$ cat config.mk
export PLATFORM = sky130hd
export DESIGN_NAME = raster_timing_gen
export DESIGN_NICKNAME = d
export VERILOG_FILES = /design/src/rtl/raster_pkg.sv /design/src/rtl/raster_regs.sv /design/src/rtl/raster_counters.sv /design/src/rtl/raster_decode.sv /design/src/rtl/raster_timing_gen.sv
export SDC_FILE = /design/constraint.sdc
export NUM_CORES = 1
export LEC_CHECK = 0
export BUFFER_PORTS_ARGS = -buffer_cell sky130_fd_sc_hd__clkbuf_2
export CAP_MARGIN = 20
export CORE_MARGIN = 5
export CORE_UTILIZATION = 25
export DETAILED_ROUTE_END_ITERATION = 6
export PLACE_DENSITY_LB_ADDON = 0.1
export SYNTH_ARGS = -nofsm -noshare
export SYNTH_HDL_FRONTEND = slang
export SYNTH_SLANG_ARGS = --single-unit
$ cat constraint.sdc
create_clock -name clk -period 3.1 [get_ports clk]
set_clock_uncertainty 0.05 [all_clocks]
set_input_delay 0.62 -clock clk [delete_from_list [all_inputs] [get_ports clk]]
set_output_delay 0.62 -clock clk [all_outputs]
set_load 0.005 [all_outputs]
$ cat src/rtl/raster_pkg.sv
package raster_pkg;

    localparam int CNT_W  = 12;
    localparam int DATA_W = 32;
    localparam int ADDR_W = 4;
    localparam int VOFF   = 16;

    typedef logic [CNT_W-1:0] pos_t;

    typedef struct packed {
        pos_t h;
        pos_t v;
    } xy_t;

    typedef struct packed {
        xy_t  sync_end;
        xy_t  bp_end;
        xy_t  act_end;
        xy_t  tot_end;
        xy_t  win_lo;
        xy_t  win_hi;
        logic win_en;
    } timing_t;

    typedef struct packed {
        logic pc_pol;
        logic de_pol;
        logic vs_pol;
        logic hs_pol;
        logic en;
    } ctrl_t;

    typedef enum logic [ADDR_W-1:0] {
        A_SYNC   = 4'd0,
        A_BP     = 4'd1,
        A_ACT    = 4'd2,
        A_TOT    = 4'd3,
        A_CTRL   = 4'd4,
        A_BG     = 4'd5,
        A_WINH   = 4'd6,
        A_WINV   = 4'd7,
        A_WINEN  = 4'd8,
        A_RELOAD = 4'd9
    } reg_addr_e;

    typedef struct packed {
        logic              hs;
        logic              vs;
        logic              de;
        logic              pc;
        pos_t              x;
        pos_t              y;
        logic              hit;
        logic [DATA_W-1:0] color;
    } pix_out_t;

    function automatic pos_t lo_field(input logic [DATA_W-1:0] w);
        return w[CNT_W-1:0];
    endfunction

    function automatic pos_t hi_field(input logic [DATA_W-1:0] w);
        return w[VOFF+CNT_W-1:VOFF];
    endfunction

    function automatic xy_t unpack_xy(input logic [DATA_W-1:0] w);
        xy_t r;
        r.h = lo_field(w);
        r.v = hi_field(w);
        return r;
    endfunction

    // pol = 1 means active-high
    function automatic logic pin_level(input logic active, input logic pol);
        return active ? pol : ~pol;
    endfunction

endpackage

$ cat src/rtl/raster_regs.sv
module raster_regs
    import raster_pkg::*;
(
    input  logic              clk,
    input  logic              rst,
    input  logic              we,
    input  logic [ADDR_W-1:0] addr,
    input  logic [DATA_W-1:0] wdata,
    output timing_t           work,
    output ctrl_t             ctrl,
    output logic [DATA_W-1:0] bg
);

    timing_t shadow;
    logic    reload_pend;
    logic    reload_wr;

    assign reload_wr = we && (addr == A_RELOAD) && wdata[0];

    always_ff @(posedge clk) begin
        if (rst) begin
            shadow      <= '0;
            work        <= '0;
            ctrl        <= '0;
            bg          <= '0;
            reload_pend <= 1'b0;
        end else begin
            reload_pend <= reload_wr;
            if (reload_pend) begin
                work <= shadow;
            end
            if (we) begin
                case (addr)
                    A_SYNC:  shadow.sync_end <= unpack_xy(wdata);
                    A_BP:    shadow.bp_end   <= unpack_xy(wdata);
                    A_ACT:   shadow.act_end  <= unpack_xy(wdata);
                    A_TOT:   shadow.tot_end  <= unpack_xy(wdata);
                    A_WINH: begin
                        shadow.win_lo.h <= lo_field(wdata);
                        shadow.win_hi.h <= hi_field(wdata);
                    end
                    A_WINV: begin
                        shadow.win_lo.v <= lo_field(wdata);
                        shadow.win_hi.v <= hi_field(wdata);
                    end
                    A_WINEN: shadow.win_en <= wdata[0];
                    A_CTRL:  ctrl          <= ctrl_t'(wdata[$bits(ctrl_t)-1:0]);
                    A_BG:    bg            <= wdata;
                    default: ;
                endcase
            end
        end
    end

    AST_RELOAD_SELFCLR: assert property (@(posedge clk) disable iff (rst)
        (reload_pend && !reload_wr) |=> !reload_pend);

    AST_WORK_HOLD: assert property (@(posedge clk) disable iff (rst)
        !reload_pend |=> $stable(work));

endmodule

$ cat src/rtl/raster_counters.sv
module raster_counters
    import raster_pkg::*;
(
    input  logic clk,
    input  logic rst,
    input  logic en,
    input  xy_t  tot,
    output xy_t  pos
);

    logic h_wrap;
    logic v_wrap;

    assign h_wrap = (pos.h >= tot.h);
    assign v_wrap = (pos.v >= tot.v);

    always_ff @(posedge clk) begin
        if (rst || !en) begin
            pos <= '0;
        end else if (h_wrap) begin
            pos.h <= '0;
            pos.v <= v_wrap ? '0 : pos.v + pos_t'(1);
        end else begin
            pos.h <= pos.h + pos_t'(1);
        end
    end

    AST_HCNT_STEP: assert property (@(posedge clk) disable iff (rst)
        en |=> (pos.h == '0 || pos.h == pos_t'($past(pos.h) + pos_t'(1))));

    AST_VCNT_HOLD: assert property (@(posedge clk) disable iff (rst)
        (en && pos.h < tot.h) |=> $stable(pos.v));

    AST_IDLE_ZERO: assert property (@(posedge clk) disable iff (rst)
        !en |=> (pos.h == '0 && pos.v == '0));

endmodule

$ cat src/rtl/raster_decode.sv
module raster_decode
    import raster_pkg::*;
(
    input  xy_t               pos,
    input  ctrl_t             ctrl,
    input  xy_t               sync_end,
    input  xy_t               bp_end,
    input  xy_t               act_end,
    input  xy_t               win_lo,
    input  xy_t               win_hi,
    input  logic              win_en,
    input  logic [DATA_W-1:0] bg,
    output pix_out_t          pix
);

    logic hs_act, vs_act, de_act;
    logic h_in, v_in, wh_in, wv_in;

    always_comb begin
        hs_act = ctrl.en && (pos.h <= sync_end.h);
        vs_act = ctrl.en && (pos.v <= sync_end.v);
        h_in   = (pos.h > bp_end.h) && (pos.h <= act_end.h);
        v_in   = (pos.v > bp_end.v) && (pos.v <= act_end.v);
        de_act = ctrl.en && h_in && v_in;
        wh_in  = (pos.h >= win_lo.h) && (pos.h <= win_hi.h);
        wv_in  = (pos.v >= win_lo.v) && (pos.v <= win_hi.v);

        pix.hs    = pin_level(hs_act, ctrl.hs_pol);
        pix.vs    = pin_level(vs_act, ctrl.vs_pol);
        pix.de    = pin_level(de_act, ctrl.de_pol);
        pix.pc    = ctrl.pc_pol;
        pix.x     = de_act ? pos.h - bp_end.h - pos_t'(1) : '0;
        pix.y     = de_act ? pos.v - bp_end.v - pos_t'(1) : '0;
        pix.hit   = de_act && win_en && wh_in && wv_in;
        pix.color = (de_act && !pix.hit) ? bg : '0;
    end

endmodule

$ cat src/rtl/raster_timing_gen.sv
module raster_timing_gen
    import raster_pkg::*;
(
    input  logic              clk,
    input  logic              rst,
    input  logic              cfg_we,
    input  logic [ADDR_W-1:0] cfg_addr,
    input  logic [DATA_W-1:0] cfg_wdata,
    output logic              hsync,
    output logic              vsync,
    output logic              de,
    output logic              pclk_inv,
    output logic [CNT_W-1:0]  act_x,
    output logic [CNT_W-1:0]  act_y,
    output logic              layer_hit,
    output logic [DATA_W-1:0] px_color
);

    timing_t           work;
    ctrl_t             ctrl;
    logic [DATA_W-1:0] bg;
    xy_t               pos;
    pix_out_t          pix;

    raster_regs u_regs (
        .clk   (clk),
        .rst   (rst),
        .we    (cfg_we),
        .addr  (cfg_addr),
        .wdata (cfg_wdata),
        .work  (work),
        .ctrl  (ctrl),
        .bg    (bg)
    );

    raster_counters u_cnt (
        .clk (clk),
        .rst (rst),
        .en  (ctrl.en),
        .tot (work.tot_end),
        .pos (pos)
    );

    raster_decode u_dec (
        .pos      (pos),
        .ctrl     (ctrl),
        .sync_end (work.sync_end),
        .bp_end   (work.bp_end),
        .act_end  (work.act_end),
        .win_lo   (work.win_lo),
        .win_hi   (work.win_hi),
        .win_en   (work.win_en),
        .bg       (bg),
        .pix      (pix)
    );

    assign hsync     = pix.hs;
    assign vsync     = pix.vs;
    assign de        = pix.de;
    assign pclk_inv  = pix.pc;
    assign act_x     = pix.x;
    assign act_y     = pix.y;
    assign layer_hit = pix.hit;
    assign px_color  = pix.color;

    AST_DE_NEEDS_EN: assert property (@(posedge clk) disable iff (rst)
        (layer_hit || px_color != '0) |-> ctrl.en);

endmodule

==> results of run 1 <==
[metal layers]
metal,wire length (µm),up-vias,share of wire (%)
met5,0,-,0
met4,1170,0,2.0
met3,2160,67,3.7
met2,25500,222,44
met1,29100,6879,50
li1,-,7284,-
[stage by stage]
step / TNS (ns) / std cells / setup WS, ns / hold WS [ns] / total power (W)
6_report: -31.97 / 3178 / -0.620 / 0.223 / 0.00989
5_1_grt: -41.03 / 3178 / -0.780 / 0.199 / 0.0103
4_1_cts: -35.31 / 3165 / -0.685 / 0.185 / 0.0101
3_5_place_dp: -24.98 / 3071 / -0.554 / 0.395 / 0.00498
3_3_place_gp: -26.33 / 3071 / -0.584 / 0.388 / 0.00498
2_1_floorplan: 0 / 2024 / 0.195 / 0.382 / 0.00480
[timing repair]
item	4_1_cts	5_1_grt
setup buffers	15	16
endpoints found under the setup margin	60	60
pin swaps	40	37
gates cloned	7	3
gates resized for setup	179	96
[power breakdown]
group | internal [W] | switching, W | total (W)
clock network | 0.00303 | 0.00200 | 0.00502
registers | 0.00455 | 0.0000163 | 0.00456
logic | 0.0000665 | 0.000234 | 0.000301
[cell type report]
cell class	instances	area (µm²)	share of cell area, %
Clock buffer	65	1330	5.87
Inverter	149	566	2.49
Timing Repair Buffer	310	2520	11.1
Clock inverter	10	78.8	0.348
Sequential cell	352	7100	31.3
Tap cell	873	1090	4.82
Multi-Input combinational cell	1419	9990	44.0
[cell families (layout without fill, tap and decap cells)]
logic type	after synthesis	after routing	synth area share, %
and+or+nand+nor	751	751	19.4
AOI/OAI and AO/OA	330	330	11.2
adders and majority gates	150	150	11.2
xor gates and xnor gates	37	37	1.92
DFF	352	352	41.7
muxes	151	151	8.93
buffers and inverters	253	534	5.72
[synthesized netlist by cell type (2+ instances only)]
cell type  instances  share of area (%)
nand2_1          383                8.5
dfxtp_1          352                 42
a21oi_1          218                6.4
nor2_1           207                4.6
mux2i_1          151                8.9
inv_1            149                3.3
ha_1             148                 11
clkbuf_1          88                2.0
nor3b_1           34                1.5
nand4_1           32                1.2
o21ai_0           29               0.86
xor2_1            26                1.3
a21o_1            21               0.93
nor2b_1           18               0.67
nor3_1            18               0.53
buf_2             14               0.41
nand3_1           14               0.41
nand2b_1          12               0.44
xnor2_1           11               0.57
o211ai_1          10               0.44
a211oi_1           9               0.40
and3_1             9               0.33
o21a_1             9               0.40
a2111oi_0          7               0.36
a31oi_1            6               0.22
nand3b_1           5               0.22
o21bai_1           5               0.22
and4_1             3               0.16
a211o_1            2               0.10
a221oi_1           2               0.10
and3b_1            2               0.10
buf_1              2              0.044
fa_1               2               0.24
nor4_1             2              0.074
nor4bb_1           2               0.12
o2111ai_1          2               0.10
or3_1              2              0.074
[state kept, by name, summed over array words and instances, names as in the netlist]
| signal | count |
|---|---|
| u_regs.shadow | 145 |
| u_regs.work | 145 |
| u_regs.bg | 32 |
| u_cnt.pos | 24 |
| u_regs.ctrl | 5 |
| u_regs.reload_pend | 1 |
[worst max-delay path by stage]
stage,from,end,slack [ns],cells past startpoint
after floorplan,u_cnt.pos[13],act_y[10],0.19,9
after global placement,u_cnt.pos[19],de,-0.58,12
after detailed placement,u_cnt.pos[19],de,-0.55,12
after CTS,u_cnt.pos[17],px_color[21],-0.69,12
after global routing,u_cnt.pos[17],px_color[22],-0.78,13
final,u_regs.work[86],px_color[20],-0.62,13
[worst max-delay path, cell delays in order, from the launching register on]
cell and delay [ns]:
dfxtp_2 0.33, inv_2 0.05, ha_4 0.23, nor2b_4 0.12, o211ai_1 0.21, a211oi_2 0.12
a2111oi_4 0.21, buf_4 0.19, a2bb2oi_4 0.22, nand2_8 0.15, buf_6 0.16, buf_16 0.14
nor3b_4 0.21, buf_2 0.15
==> metrics.csv, run 1 <==
metric;value;unit
outcome;finished with violations;
failing checks;negative setup slack;
post-route setup slack;-0.620;ns
layout cells sized above 1;24.2;%
syn_nets;2213;
Die W;270;µm
Total Routing Usage GR;15.3;%
WHS Path Cells;3;
clock latency on the worst-skew pair;0.57;ns
Critical Path Fanout Max;8;
Synth Area per Inst;8.36;µm²
Final #Nets;2464;
hold path endpoint;u_regs.bg[14];
busiest layer in global routing;met2;
period utilization;120;%
worst slew pin tran;0.840;ns
Num CTS Buffers;43;
Unique masters post-synth;55;
GP Congestion;0.764;
max_cap viols;0;
VDD IR max;0.000308;V
GRT met2 Usage;24.2;%
initial antenna violation count;0;
worst min-delay path startpoint;cfg_wdata[14];
sequential-to-total area share from yosys stat;41.7;%
initial drt markers;744;
cts hold-fix bufs;0;
First-pass DRT Iterations;7;
# setup viols final;60;
largest net degree at the start of global routing;171;
Starting Density;25.2;%
fin area;22700;µm²
IO Port Bufs;99;
fin crit period;3.72;ns
RSZ-0062 raised after global routing;true;
Fill cells;6964;
Post-DRT Antenna Nets;0;
CTS tree;built;
most common flop cell mapped by yosys;dfxtp_1;
DRC Markers;0;
most frequent cells in the layout;nand2_1 (380), dfxtp_1 (329), a21oi_1 (205);
Core Util, Final;33.8;%
Max-slew headroom;44.0;%
Top Ports;100;
final hold viol count;0;
final WL;57900;µm
critical path class;reg2out;
Synth Cell Area;16900;µm²
first-pass GRT wire length;87700;µm
HPWL Detailed;39000;µm
Worst-path clk slew;0.06;ns
routed vias/inst;4.55;
Root Driver;clkbuf_16;
Die Ht;270;µm
Yosys warnings;0;
Critical R2R Launch;u_cnt.pos[19];
Arrival @ worst endpoint;3.05;ns
H-tree levels;2;
M1 GR Usage;22.0;%
die area;73000;µm²
vias in the first global route;14400;
reg2reg end;u_cnt.pos[6];
Yosys reg bits;352;
Fmax achieved;269;MHz
Area Overhead vs Synth;34.0;%
ant diodes;0;
vias post-DR;14500;
startpoint types;register;
met3 Use GR;2.53;%
EDFF count, synth;0;
Post-Place Cell Area;19600;µm²
GRT overflow;0;
# clock sinks;352;
Async SR Flop Fraction;0;%
hold crit path type;in2reg;
Worst EP required;2.43;ns
PwrDens;436;nW/µm²
Core Footprint;67200;µm²
CTS max path bufs;3;
Lkg Pwr;8.52;nW
most common cell after layout, fill and taps aside;nand2_1;
Gate Count Post-Synth;2024;
Slew Viols, Final;0;
R2R depth;9;
Avg WL per Cell;18.2;µm
row count;95;
R2R setup slack;0.23;ns
Worst setup EP type;output pin;
Power figures use the tool's default switching activity.
==> inputs of run 2 (changes only) <==
--- a/config.mk
+++ b/config.mk
@@ -8,7 +8,7 @@
 export BUFFER_PORTS_ARGS = -buffer_cell sky130_fd_sc_hd__clkbuf_2
 export CAP_MARGIN = 20
 export CORE_MARGIN = 5
-export CORE_UTILIZATION = 25
+export CORE_UTILIZATION = 45
 export DETAILED_ROUTE_END_ITERATION = 6
 export PLACE_DENSITY_LB_ADDON = 0.1
 export SYNTH_ARGS = -nofsm -noshare
==> run 2 against run 1 <==
Effect of this change: the flow still finishes with violations (negative setup slack); register-to-register slack worse by 0.07 ns; clock power down 10%; critical path depth unchanged; largest cell class unchanged; largest power group is now registers.
==> metrics.csv, run 2 (synthesis gave the netlist of run 1 again) <==
metric;value;unit;change
most frequent cells in the layout;nand2_1 (381), dfxtp_1 (333), a21oi_1 (215);;
layout cells sized above 1;21.1;%;-3.1 points
H-tree levels;2;;unchanged
period utilization;122;%;+2.5 points
Num CTS Buffers;39;;-9.3%
Worst-path clk slew;0.06;ns;about the same
die area;41600;µm²;-43%
Post-DRT Antenna Nets;0;;unchanged
Final #Nets;2421;;-1.7%
final WL;49300;µm;-15%
# clock sinks;352;;unchanged
clock latency on the worst-skew pair;0.54;ns;-0.03 ns
largest registers;u_regs.shadow: 145 flops, u_regs.work: 145 flops, u_regs.bg: 32 flops;;
Placed Cells incl. Taps;2673;;-13%
critical path class;reg2out;;
fin crit period;3.80;ns;+0.0763 ns
power share of the combinational group;3.0;%;about the same
vias post-DR;14300;;-0.80%
Worst EP required;2.43;ns;about the same
fin area;21400;µm²;-5.7%
GRT overflow;0;;unchanged
Root Driver;clkbuf_16;;
RSZ-0062 raised after global routing;true;;
Die Ht;204;µm;-25%
Clk pwr share;48.2;%;-2.6 points
sequential share of power;48.8;%;+2.6 points
Arrival @ worst endpoint;3.13;ns;+0.08 ns
first-pass GRT wire length;76800;µm;-12%
startpoint types;register;;
Slew Viols, Final;0;;unchanged
routed vias/inst;5.17;;+14%
R2R depth;10;;+1
largest net degree at the start of global routing;163;;-4.7%
Lkg Pwr;8.16;nW;-4.1%
Die W;204;µm;-25%
Pint;0.00725;W;-5.1%
Post-Place Cell Area;18800;µm²;-3.8%
Core Util, Final;57.2;%;+23 points
vias in the first global route;13900;;-3.1%
Worst setup EP type;output pin;;
worst min-delay path startpoint;cfg_wdata[12];;
Fill cells;3442;;-51%
GP Congestion;0.856;;+12%
VDD IR max;0.000450;V;+46%
Critical Path Fanout Max;8;;unchanged
Max-slew headroom;51.7;%;+7.7 points
Core Footprint;37400;µm²;-44%
Avg WL per Cell;17.8;µm;-2.3%
initial drt markers;882;;+19%
hold crit path type;in2reg;;
Top Ports;100;;unchanged
cts hold-fix bufs;0;;unchanged
HPWL Detailed;33400;µm;-14%
Total Routing Usage GR;23.0;%;+7.7 points
initial antenna violation count;0;;unchanged
CP Capture Point;px_color[29];;
final hold viol count;0;;unchanged
most common cell after layout, fill and taps aside;nand2_1;;
First-pass DRT Iterations;5;;-2
R2R setup slack;0.16;ns;-0.07 ns
ant diodes;0;;unchanged
max_cap viols;0;;unchanged
worst slew pin tran;0.706;ns;-0.133 ns
switch share;22.5;%;-0.23 points
non-filler cells, final;2773;;-13%
failing checks;negative setup slack;;
Starting Density;45.2;%;+20 points
IO Port Bufs;99;;unchanged
CTS tree;built;;
outcome;finished with violations;;
Critical R2R Launch;u_cnt.pos[20];;
Worst setup startpoint;u_cnt.pos[20];;
row count;71;;-25%
Setup Total Neg Slack;-32.61;ns;-0.636 ns
Fmax achieved;263;MHz;-2.0%
post-route setup slack;-0.697;ns;-0.0763 ns
CTS max path bufs;3;;unchanged
WHS Path Cells;3;;unchanged
Area Overhead vs Synth;26.4;%;
# setup viols final;60;;unchanged
DRC Markers;0;;unchanged
P_sw;0.00210;W;-6.3%
reg2reg end;u_cnt.pos[7];;
final hold slack;0.254;ns;+0.0302 ns
PwrDens;437;nW/µm²;+0.29%
[run 2: worst min-delay path by stage]
stage / endpoint / slack (ns)
final: u_regs.bg[12] / 0.25
after global routing: u_regs.bg[12] / 0.25
after CTS: u_regs.bg[12] / 0.23
after detailed placement: u_regs.bg[7] / 0.39
after global placement: u_regs.bg[13] / 0.39
after floorplan: u_regs.bg[0] / 0.38
[run 2: layout make-up]
class / count / area, µm² / share of cell area (%)
multi-input combinational: 1419 / 9700 / 45.4
timing repair buffer: 271 / 2140 / 10.0
sequential: 352 / 7090 / 33.1
tap: 511 / 639 / 2.99
clock inverter: 12 / 76.3 / 0.357
clock buffer: 59 / 1180 / 5.52
inverter: 149 / 559 / 2.61
[run 2: power by group through the flow]
stage               Combinational [W]  Clock, W  Sequential, W
finish                       0.000279   0.00451        0.00456
global route                 0.000300   0.00480        0.00457
CTS                          0.000279   0.00461        0.00457
detailed placement           0.000277         0        0.00467
global placement             0.000275         0        0.00467
floorplan                    0.000141         0        0.00466
[run 2: what timing repair did]
item / 4_1_cts / 5_1_grt
pin swaps: 29 / 38
setup endpoints to repair: 60 / 60
gates resized for setup: 93 / 153
endpoints found under the hold margin: 0 / 0
cloned: 2 / 4
setup buffers: 12 / 11
[run 2: through the flow]
stage          setup slack, ns  power (W)
4_1_cts                 -0.727    0.00945
3_3_place_gp            -0.230    0.00494
6_report                -0.697    0.00935
2_1_floorplan            0.195    0.00480
3_5_place_dp            -0.272    0.00495
5_1_grt                 -0.771    0.00967
[run 2: per-layer routing]
| metal | routed length (µm) | global-route usage [%] |
|---|---|---|
| met1 | 22800 | 32.5 |
| met3 | 2650 | 2.89 |
| met5 | 0 | 0 |
| met2 | 23100 | 38.3 |
| met4 | 763 | 4.63 |
[run 2: critical path, cell delays in order, from the launching register on]
cell	delay [ns]
dfxtp_2	0.33
buf_6	0.14
buf_4	0.13
buf_4	0.14
ha_1	0.23
a2111o_1	0.36
a31oi_2	0.18
o21a_1	0.23
a211oi_4	0.07
buf_6	0.14
buf_6	0.13
clkbuf_16	0.17
nor3b_2	0.20
clkbuf_2	0.14
==> inputs of run 3 (changes only) <==
--- a/config.mk
+++ b/config.mk
@@ -7,8 +7,10 @@
 export LEC_CHECK = 0
 export BUFFER_PORTS_ARGS = -buffer_cell sky130_fd_sc_hd__clkbuf_2
 export CAP_MARGIN = 20
+export CORE_ASPECT_RATIO = 1.4
 export CORE_MARGIN = 5
 export CORE_UTILIZATION = 45
+export CTS_CLUSTER_DIAMETER = 60
 export DETAILED_ROUTE_END_ITERATION = 6
 export PLACE_DENSITY_LB_ADDON = 0.1
 export SYNTH_ARGS = -nofsm -noshare
==> run 3 against run 2 <==
Effect of this change: the flow still finishes with violations (negative setup slack); count of clock-buffer cells in the layout fell by 11; register-to-register slack got worse by 0.03 ns; sequential power barely moved; non-clock buffer count rose by 20; critical path depth did not move; die area rose by 0.13%; core utilization rose by 0.73 points; via count rose by 0.69%; clock power rose by 13%; wire length rose by 1.8%; sequential cell count did not move; combinational power rose by 2%; critical path type unchanged.
==> metrics.csv, run 3 (synthesis gave the netlist of run 1 again) <==
metric;value;unit;change
outcome;finished with violations;;
failing checks;negative setup slack;;
largest registers;u_regs.shadow: 145 flops, u_regs.work: 145 flops, u_regs.bg: 32 flops;;
Die W;174;µm;-15%
# setup viols final;60;;unchanged
worst slew pin tran;0.783;ns;+0.0764 ns
vias in the first global route;14300;;+2.5%
post-route setup slack;-0.652;ns;+0.0446 ns
Worst EP required;2.43;ns;about the same
period utilization;121;%;-1.4 points
CTS max path bufs;3;;unchanged
CP Capture Point;px_color[19];;
crit path cell chain;inv_2 -> ha_4 -> a21o_1 -> a21o_1 -> a21o_1 -> a2111oi_4 -> buf_4 -> o211ai_1 -> a211oi_4 -> buf_12 -> clkbuf_16 -> nor3b_2 -> clkbuf_2;;
GRT overflow;0;;unchanged
Top cell by count, worst path;a21o_1;;
initial antenna violation count;0;;unchanged
Setup Total Neg Slack;-33.07;ns;-0.457 ns
# clock sinks;352;;unchanged
Core Footprint;37400;µm²;about the same
Avg WL per Cell;18.2;µm;+2.5%
Slew Viols, Final;0;;unchanged
Slowest-stage cell, CP;a2111oi_4;;
die area;41600;µm²;+0.13%
Arrival @ worst endpoint;3.08;ns;-0.05 ns
Max-slew headroom;47.8;%;-3.9 points
final hold slack;0.247;ns;-0.00621 ns
Worst setup EP type;output pin;;
first-pass GRT wire length;77800;µm;+1.3%
largest net degree at the start of global routing;140;;-14%
critical path class;reg2out;;
Die Ht;239;µm;+17%
IO Port Bufs;99;;unchanged
Placed Cells incl. Taps;2649;;-0.90%
R2R setup slack;0.13;ns;-0.03 ns
Post-DRT Antenna Nets;0;;unchanged
Area Overhead vs Synth;28.1;%;
Worst setup startpoint;u_regs.work[18];;
final WL;50200;µm;+1.8%
VDD IR max;0.000331;V;-26%
max_cap viols;0;;unchanged
CTS tree;built;;
Num CTS Buffers;38;;-2.6%
clock latency on the worst-skew pair;0.54;ns;about the same
RSZ-0062 raised after global routing;true;;
vias post-DR;14400;;+0.69%
DP Worst Slack;-0.530;ns;-0.259 ns
R2R depth;10;;unchanged
Worst-path clk slew;0.06;ns;about the same
initial drt markers;844;;-4.3%
H-tree levels;2;;unchanged
Lkg Pwr;8.29;nW;+1.5%
Max stage delay on crit path;0.35;ns;about the same
PwrDens;458;nW/µm²;+4.7%
row count;84;;+18%
Final #Nets;2440;;+0.78%
routed vias/inst;5.24;;+1.4%
most frequent cells in the layout;nand2_1 (381), dfxtp_1 (329), a21oi_1 (211);;
most common cell after layout, fill and taps aside;nand2_1;;
HPWL Detailed;34100;µm;+2.1%
First-pass DRT Iterations;5;;unchanged
final hold viol count;0;;unchanged
Critical R2R Launch;u_cnt.pos[21];;
fin area;21700;µm²;+1.3%
layout cells sized above 1;22.0;%;+0.88 points
fin crit period;3.75;ns;-0.0446 ns
ant diodes;0;;unchanged
Critical Path Fanout Max;9;;+1
Fmax achieved;267;MHz;+1.2%
non-filler cells, final;2754;;-0.69%
hold crit path type;in2reg;;
Root Driver;clkbuf_16;;
reg2reg end;u_cnt.pos[5];;
Starting Density;45.2;%;about the same
Total Routing Usage GR;23.3;%;+0.30 points
Top Ports;100;;unchanged
GP Congestion;0.900;;+5.1%
startpoint types;register;;
Post-Place Cell Area;18900;µm²;+0.57%
DRC Markers;0;;unchanged
## run 3: worst min path at each step
stage,start,to,slack [ns],cells after the start
final,cfg_wdata[13],u_regs.bg[13],0.25,3
after global routing,cfg_wdata[28],u_regs.bg[28],0.24,3
after CTS,cfg_wdata[13],u_regs.bg[13],0.23,3
after detailed placement,u_regs.bg[11],u_regs.bg[11],0.39,2
after global placement,u_regs.bg[12],u_regs.bg[12],0.39,2
after floorplan,u_regs.bg[0],u_regs.bg[0],0.38,2
## run 3: per-stage QoR
step                      utilization, %  power, W
after floorplan                        -   0.00480
after global placement              50.6   0.00495
after detailed placement            50.6   0.00495
after CTS                           56.1    0.0100
after global routing                57.9    0.0102
final                               57.9   0.00992
## run 3: critical path: cells and delay by family, from the launching register on
kind / cells / cell delay [ns]
AO/OA/AOI/OAI: 6 / 1.24
buffers and inverters: 5 / 0.68
flip-flops: 1 / 0.34
adder cells (fa/ha/maj): 1 / 0.23
AND/OR/NAND/NOR: 1 / 0.05
## run 3: layout make-up
class	count	area, µm²
repair buffers	291	2270
clock buffers	48	1100
flip-flops and latches	352	7100
fillers	3410	15700
well taps	473	592
clock inverters	22	320
inverters	149	562
multi-input cells	1419	9730
## run 3: per-layer routing
metal	vias to the layer above	share of wire, %	GRT usage, %
met3	83	4.1	3.32
met4	0	3.3	7.85
li1	7225	-	-
met1	6816	44	29.6
met2	311	49	40.8
met5	-	0	0
## run 3: report_power, final
| group | internal, W | switching (W) |
|---|---|---|
| sequential | 0.00455 | 0.0000174 |
| clock | 0.00313 | 0.00194 |
| combinational | 0.0000658 | 0.000218 |
| total | 0.00775 | 0.00218 |
## run 3: timing repair
action | CTS | global route
setup endpoints to repair | 60 | 60
hold buffers | 0 | 0
resized for setup | 96 | 121
setup buffers | 21 | 14
pin swaps | 26 | 37
gates cloned | 1 | 3
hold endpoints to repair | 0 | 0
